## config.mk

```make
export PLATFORM = sky130hd
export DESIGN_NAME = batt_charge_seq
export DESIGN_NICKNAME = d
export VERILOG_FILES = /design/src/rtl/batt_pkg.sv /design/src/rtl/bcs_sample_reg.sv /design/src/rtl/bcs_slope_det.sv /design/src/rtl/bcs_phase_timer.sv /design/src/rtl/bcs_fsm.sv /design/src/rtl/batt_charge_seq.sv
export SDC_FILE = /design/constraint.sdc
export NUM_CORES = 1
export LEC_CHECK = 0
export CAP_MARGIN = 10
export CORE_ASPECT_RATIO = 0.8
export CORE_MARGIN = 8
export CORE_UTILIZATION = 60
export DETAILED_ROUTE_END_ITERATION = 12
export DONT_BUFFER_PORTS = 1
export PLACE_DENSITY = 0.77
export SYNTH_ARGS = -nofsm -noshare
export SYNTH_HDL_FRONTEND = slang
export SYNTH_SLANG_ARGS = --single-unit
```

## constraint.sdc

```tcl
create_clock -name clk -period 5.85 [get_ports clk]
set_input_delay 0.2925 -clock clk [delete_from_list [all_inputs] [get_ports clk]]
set_output_delay 0.2925 -clock clk [all_outputs]
set_load 0.1 [all_outputs]
```

## src/rtl/batt_pkg.sv

```systemverilog
package batt_pkg;
  typedef enum logic [2:0] {
    LVL_OFF = 3'd0,
    LVL_60  = 3'd1,
    LVL_90  = 3'd2,
    LVL_350 = 3'd3,
    LVL_1A  = 3'd4
  } lvl_e;

  typedef enum logic [2:0] {
    ST_IDLE,
    ST_ON60,
    ST_FAST,
    ST_TOP,
    ST_HOLD,
    ST_RF1,
    ST_RDIS,
    ST_RF2
  } st_e;
endpackage

```

## src/rtl/bcs_sample_reg.sv

```systemverilog
module bcs_sample_reg #(
  parameter int MV_W   = 13,
  parameter int TEMP_W = 10
) (
  input  logic              clk,
  input  logic              rst_n,
  input  logic              valid_i,
  input  logic [MV_W-1:0]   mv_i,
  input  logic [TEMP_W-1:0] temp_i,
  output logic [MV_W-1:0]   mv_q,
  output logic [TEMP_W-1:0] temp_q
);
  always_ff @(posedge clk or negedge rst_n) begin
    if (!rst_n) begin
      mv_q   <= '1;
      temp_q <= '0;
    end else if (valid_i) begin
      mv_q   <= mv_i;
      temp_q <= temp_i;
    end
  end
endmodule

```

## src/rtl/bcs_slope_det.sv

```systemverilog
module bcs_slope_det #(
  parameter int TEMP_W    = 10,
  parameter int SLOPE_LIM = 3
) (
  input  logic              clk,
  input  logic              rst_n,
  input  logic              tick_i,
  input  logic [TEMP_W-1:0] temp_i,
  output logic              full_o
);
  localparam int EW = TEMP_W + 1;

  logic [TEMP_W-1:0] prev_q;
  logic              seen_q;
  logic [EW-1:0]     lim_w;
  logic              rise_w;

  assign lim_w  = {1'b0, prev_q} + EW'(SLOPE_LIM);
  assign rise_w = {1'b0, temp_i} > lim_w;

  always_ff @(posedge clk or negedge rst_n) begin
    if (!rst_n) begin
      prev_q <= '0;
      seen_q <= 1'b0;
      full_o <= 1'b0;
    end else begin
      full_o <= tick_i && seen_q && rise_w;
      if (tick_i) begin
        prev_q <= temp_i;
        seen_q <= 1'b1;
      end
    end
  end
endmodule

```

## src/rtl/bcs_phase_timer.sv

```systemverilog
module bcs_phase_timer #(
  parameter int PHASE_MIN = 120
) (
  input  logic clk,
  input  logic rst_n,
  input  logic run_i,
  input  logic tick_i,
  output logic done_o
);
  localparam int CW = $clog2(PHASE_MIN + 1);
  localparam logic [CW-1:0] LAST = CW'(PHASE_MIN - 1);

  logic [CW-1:0] cnt_q;

  assign done_o = run_i && tick_i && (cnt_q == LAST);

  always_ff @(posedge clk or negedge rst_n) begin
    if (!rst_n)            cnt_q <= '0;
    else if (!run_i)       cnt_q <= '0;
    else if (tick_i && !done_o) cnt_q <= cnt_q + 1'b1;
  end
endmodule

```

## src/rtl/bcs_fsm.sv

```systemverilog
module bcs_fsm
  import batt_pkg::*;
(
  input  logic clk,
  input  logic rst_n,
  input  logic chg_ok_i,
  input  logic tool_on_i,
  input  logic refresh_i,
  input  logic full_i,
  input  logic drained_i,
  input  logic done_i,
  output st_e  st_o
);
  st_e st_q, st_d;

  always_comb begin
    st_d = st_q;
    if (!chg_ok_i) begin
      st_d = ST_IDLE;
    end else begin
      unique case (st_q)
        ST_IDLE: st_d = refresh_i ? ST_RF1 : (tool_on_i ? ST_ON60 : ST_FAST);
        ST_ON60: if (refresh_i) st_d = ST_RF1;
                 else if (!tool_on_i) st_d = ST_FAST;
        ST_FAST: if (refresh_i) st_d = ST_RF1;
                 else if (tool_on_i) st_d = ST_ON60;
                 else if (full_i) st_d = ST_TOP;
        ST_TOP:  if (refresh_i) st_d = ST_RF1;
                 else if (tool_on_i) st_d = ST_ON60;
                 else if (done_i) st_d = ST_HOLD;
        ST_HOLD: if (refresh_i) st_d = ST_RF1;
                 else if (tool_on_i) st_d = ST_ON60;
        ST_RF1:  if (full_i) st_d = ST_RDIS;
        ST_RDIS: if (drained_i) st_d = ST_RF2;
        ST_RF2:  if (full_i) st_d = ST_HOLD;
        default: st_d = ST_IDLE;
      endcase
    end
  end

  always_ff @(posedge clk or negedge rst_n) begin
    if (!rst_n) st_q <= ST_IDLE;
    else        st_q <= st_d;
  end

  assign st_o = st_q;
endmodule

```

## src/rtl/batt_charge_seq.sv

```systemverilog
module batt_charge_seq
  import batt_pkg::*;
#(
  parameter int MV_W      = 13,
  parameter int TEMP_W    = 10,
  parameter int LOW_MV    = 6900,
  parameter int OFF_MV    = 6000,
  parameter int DIS_MV    = 6400,
  parameter int HOT_LIM   = 200,
  parameter int SLOPE_LIM = 3,
  parameter int PHASE_MIN = 120
) (
  input  logic              clk,
  input  logic              rst_n,
  input  logic              samp_valid_i,
  output logic              samp_ready_o,
  input  logic [MV_W-1:0]   samp_mv_i,
  input  logic [TEMP_W-1:0] samp_temp_i,
  input  logic              tick_min_i,
  input  logic              chg_ok_i,
  input  logic              tool_on_i,
  input  logic              refresh_req_i,
  output logic [2:0]        chg_level_o,
  output logic              dis_en_o,
  output logic              low_batt_o,
  output logic              shutdown_o
);
  localparam logic [MV_W-1:0]   LOW_C = MV_W'(LOW_MV);
  localparam logic [MV_W-1:0]   OFF_C = MV_W'(OFF_MV);
  localparam logic [MV_W-1:0]   DIS_C = MV_W'(DIS_MV);
  localparam logic [TEMP_W-1:0] HOT_C = TEMP_W'(HOT_LIM);

  logic [MV_W-1:0]   mv_w;
  logic [TEMP_W-1:0] temp_w;
  logic              full_w, done_w, hot_w, drained_w;
  st_e               st_w;
  lvl_e              lvl_w;

  assign samp_ready_o = 1'b1;

  bcs_sample_reg #(.MV_W(MV_W), .TEMP_W(TEMP_W)) u_samp (
    .clk(clk), .rst_n(rst_n), .valid_i(samp_valid_i),
    .mv_i(samp_mv_i), .temp_i(samp_temp_i),
    .mv_q(mv_w), .temp_q(temp_w)
  );

  bcs_slope_det #(.TEMP_W(TEMP_W), .SLOPE_LIM(SLOPE_LIM)) u_slope (
    .clk(clk), .rst_n(rst_n), .tick_i(tick_min_i),
    .temp_i(temp_w), .full_o(full_w)
  );

  bcs_phase_timer #(.PHASE_MIN(PHASE_MIN)) u_timer (
    .clk(clk), .rst_n(rst_n), .run_i(st_w == ST_TOP),
    .tick_i(tick_min_i), .done_o(done_w)
  );

  bcs_fsm u_fsm (
    .clk(clk), .rst_n(rst_n), .chg_ok_i(chg_ok_i), .tool_on_i(tool_on_i),
    .refresh_i(refresh_req_i), .full_i(full_w), .drained_i(drained_w),
    .done_i(done_w), .st_o(st_w)
  );

  assign low_batt_o = mv_w < LOW_C;
  assign shutdown_o = mv_w < OFF_C;
  assign drained_w  = mv_w < DIS_C;
  assign hot_w      = temp_w > HOT_C;

  always_comb begin
    unique case (st_w)
      ST_ON60:                 lvl_w = LVL_60;
      ST_FAST, ST_RF1, ST_RF2: lvl_w = LVL_1A;
      ST_TOP:                  lvl_w = LVL_350;
      ST_HOLD:                 lvl_w = LVL_90;
      default:                 lvl_w = LVL_OFF;
    endcase
  end

  assign chg_level_o = hot_w ? LVL_OFF : lvl_w;
  assign dis_en_o    = (st_w == ST_RDIS);
endmodule

```

Word level (Yosys, flattened, before mapping)
Cells that the tools add are included.

word-level totals
  register bits = 45
  input bits = 30
  output and inout bits = 7
  logic and storage cells = 60

cells by class
  add/sub/neg operators = 2
  order comparisons = 5
  equality and inequality tests = 16
  multiplexer cells = 21
  reduce and logical (&&, ||, !) cells = 9

operators by type and width
  cell                     number
  $mux W3                  16
  $lt A13 B13 Y1 const B   3
  $pmux W3 S8              1
  $mux W7                  2
  $eq A3 B3 Y1 const B     4
  $pmux W3 S4              1
  $add A10 B2 Y11 const B  1
  $gt A10 B11 Y1           1
  $gt A10 B8 Y1 const B    1
  $ne A5 B5 Y1 const B     2
  $ne A4 B4 Y1 const B     2
  $add A7 B1 Y7 const B    1
  $eq A7 B7 Y1 const B     1
  $reduce_and A7 Y1        1
  $eq A3 B2 Y1 const B     2
  $ne A3 B3 Y1 const B     2
  $logic_and A1 B1 Y1      5
  $eq A3 B1 Y1 const B     1
  $logic_not A3 Y1         1
  $ne A3 B2 Y1 const B     1
  $reduce_or A3 Y1         1
  $mux W2                  1
  $ne A2 B2 Y1 const B     1
  $logic_not A1 Y1         1

Depth between registers and ports, before layout
  depth in word-level cells = 8
  depth in mapped cells = 10
  depth with buffers taken out = 10

Modules after synthesis
Synthesis repeated with hierarchy kept, for this count alone.

second synthesis, totals
  cell total of the unflattened synthesis = 223
  area total of the unflattened synthesis = 2523.7 um2

by module, submodules not included
  module           times used  cells an instance  area an instance (um2)  seq. area each (um2)
  bcs_sample_reg   1           48                 873.3                   591.8
  bcs_slope_det    1           79                 807.0                   300.3
  bcs_phase_timer  1           38                 371.6                   175.2
  bcs_fsm          1           31                 301.5                   75.1
  batt_charge_seq  1           27                 170.2                   0.0

Least setup slack after synthesis
No wires, ideal clock.

  path kind = register -> output
  start = register u_samp.temp_q[1]
  end = output chg_level_o[0]
  data arrival time = 3.091 ns
  required time = 5.558 ns
  slack = 2.467 ns
  cell stages (with the launch flop) = 5
  path buffers = 0
  path through = dfrtp_1 o31a_1 o311ai_0 nand2_1 nor3_1

on the way
  word-level cells in the longest chain between the ends = 2

ends and longest elaborated chain
  element                   line                   text
  start: declaration        bcs_sample_reg.sv:11   output logic [TEMP_W-1:0] temp_q
  start signal: assignment  bcs_sample_reg.sv:19   temp_q <= temp_i;
  $gt A10 B8 Y1             batt_charge_seq.sv:66  assign hot_w = temp_w > HOT_C;
  $mux W3                   batt_charge_seq.sv:78  assign chg_level_o = hot_w ? LVL_OFF : lvl_w;
  end: declaration          batt_charge_seq.sv:23  output logic [2:0] chg_level_o,

No other way between the ends.

Worst setup path in the final report
  start = register u_samp.temp_q[1]
  end = output chg_level_o[1]

Same word-level chain as after synthesis.

==> results.json <==
{
  "fin_cells": 272,
  "synthArstFlopShare_pct": 100,
  "cp.arrival_ns": 2.56,
  "timing.rr.start": "u_slope.prev_q[0]",
  "yosysSeqAreaShare_pct": 46.4,
  "final_hold_viol_count": 0,
  "syn_inst": 213,
  "area_growth_pct": 8.04,
  "syn-num-nets": 255,
  "period_needed_ns": 2.86,
  "regToRegSetupSlack_ns": 3.54,
  "cts_made_buffers": 5,
  "yosys.area.top_type": "dfrtp_1",
  "outcome": "complete, no violations",
  "nets": 258,
  "fin_crit_sh_pct": 48.8,
  "wl_per_cell_um": 16.8,
  "drcViolationCount": 0,
  "die-area_um2": 6190,
  "cts_tree": "done",
  "post-place-ws_ns": 3.32,
  "ys_types": 47,
  "syn_area_um2": 2350,
  "grt_use_total_pct": 15.9,
  "finalSetupTns_ns": 0,
  "relSlewSlack_pct": 20.8,
  "setup_slack_ns": 2.99,
  "numPortBuffers": 0,
  "drive_gt1_share_pct": 27.2,
  "htree_levels": 2,
  "critPathMaxFanout": 4,
  "core_um2": 3780,
  "cts.clk_slew.worst_paths_ns": 0.08,
  "fmax_mhz": 350,
  "ys_seq_elements": 43,
  "firstDrtPassIters": 4,
  "viasPerCell": 6.01,
  "maxSlewViolCount": 0,
  "grt_max_degree": 44,
  "skew_ns": 0.00155,
  "yosys.area.top_type_share_pct": 34.1,
  "cts_setup_buffers": 0,
  "row_count": 20,
  "syn_avg_cell_area_um2": 11.0,
  "final_common_cell": "dfrtp_1",
  "cp-start-kind": "flop",
  "critPathCaptureType": "primary output",
  "grt_pass1_wl_mm": 7.84,
  "r2r_cells": 10,
  "antenna_left": 0,
  "r2r-end": "u_slope.full_o",
  "drv_cap": 0,
  "route.vias.total": 1635,
  "yosysWarnings": 0,
  "start_util_pct": 62.2,
  "grt_pass1_vias": 1665,
  "synth_ff_type": "dfrtp_1",
  "dpl.hpwl_mm": 3.51,
  "ios": 37,
  "synthTopCellsByArea": "dfrtp_1 34%, mux2_2 13%, dfstp_2 12%",
  "final_cell_mix": "32 x dfrtp_1, 27 x mux2_2, 14 x nand2_1",
  "worst_hold_slack_ns": 0.0837,
  "path_class": "flop to primary output",
  "insertion_delay_ns": 0.28,
  "routed_wl_mm": 4.58,
  "final_util_pct": 67.2,
  "hp-class": "primary input to flop",
  "diodes": 0,
  "holdPathEnd": "u_samp.mv_q[7]",
  "drt_iter0_drc": 145,
  "hp-start": "samp_valid_i",
  "rsz0062_at_grt": "no",
  "dp.cells": 262,
  "grt_overflow": 0,
  "p_per_area_nw_per_um2": 298,
  "p_leak_nw": 1.05,
  "die_y_um": 72.0,
  "antenna_found_initial": 0,
  "ir_worst_vdd_mv": 0.183,
  "setup_violations": 0,
  "gp_congestion": 0.824,
  "cp.required_ns": 5.56,
  "die_w_um": 86.0,
  "worstHoldPathCells": 1,
  "synth_edf_count": 0,
  "cts_root_buf": "clkbuf_8",
  "clock-sinks": 43,
  "cts_max_path_buffers": 2,
  "worstMarginPinSlew_ns": 1.19
}
critical path, cell delays in order, from the launching register on:
cell and delay [ns]:
dfrtp_1 0.43, o31a_1 0.33, o311ai_0 0.40, nand2_1 0.22
a21oi_2 0.90
logic make-up (layout without fill, tap and decap cells):
group	count (synthesis)	in the layout	share of synthesized area (%)
and+or+nand+nor	53	53	12.0
adders and majority gates	12	12	6.39
xor gates and xnor gates	13	13	4.85
DFF	43	43	46.4
AOI/OAI and AO/OA	43	43	11.9
other	1	1	0.160
muxes	30	30	14.2
buffers and inverters	18	22	4.15
worst max path at each step:
stage,cells after the start,startpoint,endpoint,slack [ns]
5_1_grt,4,u_samp.temp_q[1],chg_level_o[1],2.91
3_3_place_gp,4,u_samp.temp_q[1],chg_level_o[1],3.38
4_1_cts,4,u_samp.temp_q[1],chg_level_o[1],2.99
3_5_place_dp,4,u_samp.temp_q[1],chg_level_o[1],3.32
6_report,4,u_samp.temp_q[1],chg_level_o[1],2.99
2_1_floorplan,4,u_samp.temp_q[1],chg_level_o[0],2.47
synthesized netlist by cell type, drive strengths merged (2+ instances only):
library cell	count
xor2	9
o21a	2
ha	12
a21oi	11
clkbuf	3
nand2	14
dfstp	11
mux2	27
or3	2
dfrtp	32
o31a	3
inv	10
mux2i	3
nand4	3
nor2b	3
o21ai	13
o311ai	2
xnor2	4
or3b	2
buf	5
nand3	7
nor2	12
a21o	3
o2111ai	2
metal layers:
layer  GRT usage, %  vias to the layer above  wire length, um
met5              0                        -                0
met4           4.65                        0               36
met3           5.42                        4              367
met2           25.4                       54             2150
li1               -                      763                -
met1           19.7                      814             2020
sequential cells by signal, indices dropped and copies added, names as in the netlist:
signal          cells
u_samp.mv_q        11
u_samp.temp_q      10
u_slope.prev_q     10
u_timer.cnt_q       7
u_fsm.st_o          3
u_slope.full_o      1
u_slope.seen_q      1
final cells by class:
cell class | instances | area [um^2]
Fill cell | 311 | 1240
Timing Repair Buffer | 4 | 80.1
Inverter | 10 | 37.5
Clock buffer | 5 | 68.8
Tap cell | 55 | 68.8
Sequential cell | 43 | 1090
Clock inverter | 3 | 15.0
Multi-Input combinational cell | 152 | 1180
through the flow:
stage	instance area, um^2	power (mW)
after floorplan	2350	0.543
after global placement	2420	0.560
after detailed placement	2420	0.576
after CTS	2540	0.761
after global routing	2540	0.801
final	2540	0.755
report_power, final:
| part | internal (mW) | total (mW) | switching (mW) |
|---|---|---|---|
| clock | 0.0816 | 0.176 | 0.0943 |
| sequential | 0.335 | 0.380 | 0.0447 |
| combinational | 0.0871 | 0.199 | 0.112 |
| total | 0.504 | 0.755 | 0.251 |
timing repair:
action | CTS | global route
resized for setup | 0 | 0
hold endpoints to repair | 43 | 0
hold buffers | 2 | 0
Note: power is estimated with default switching activity, not from simulation.
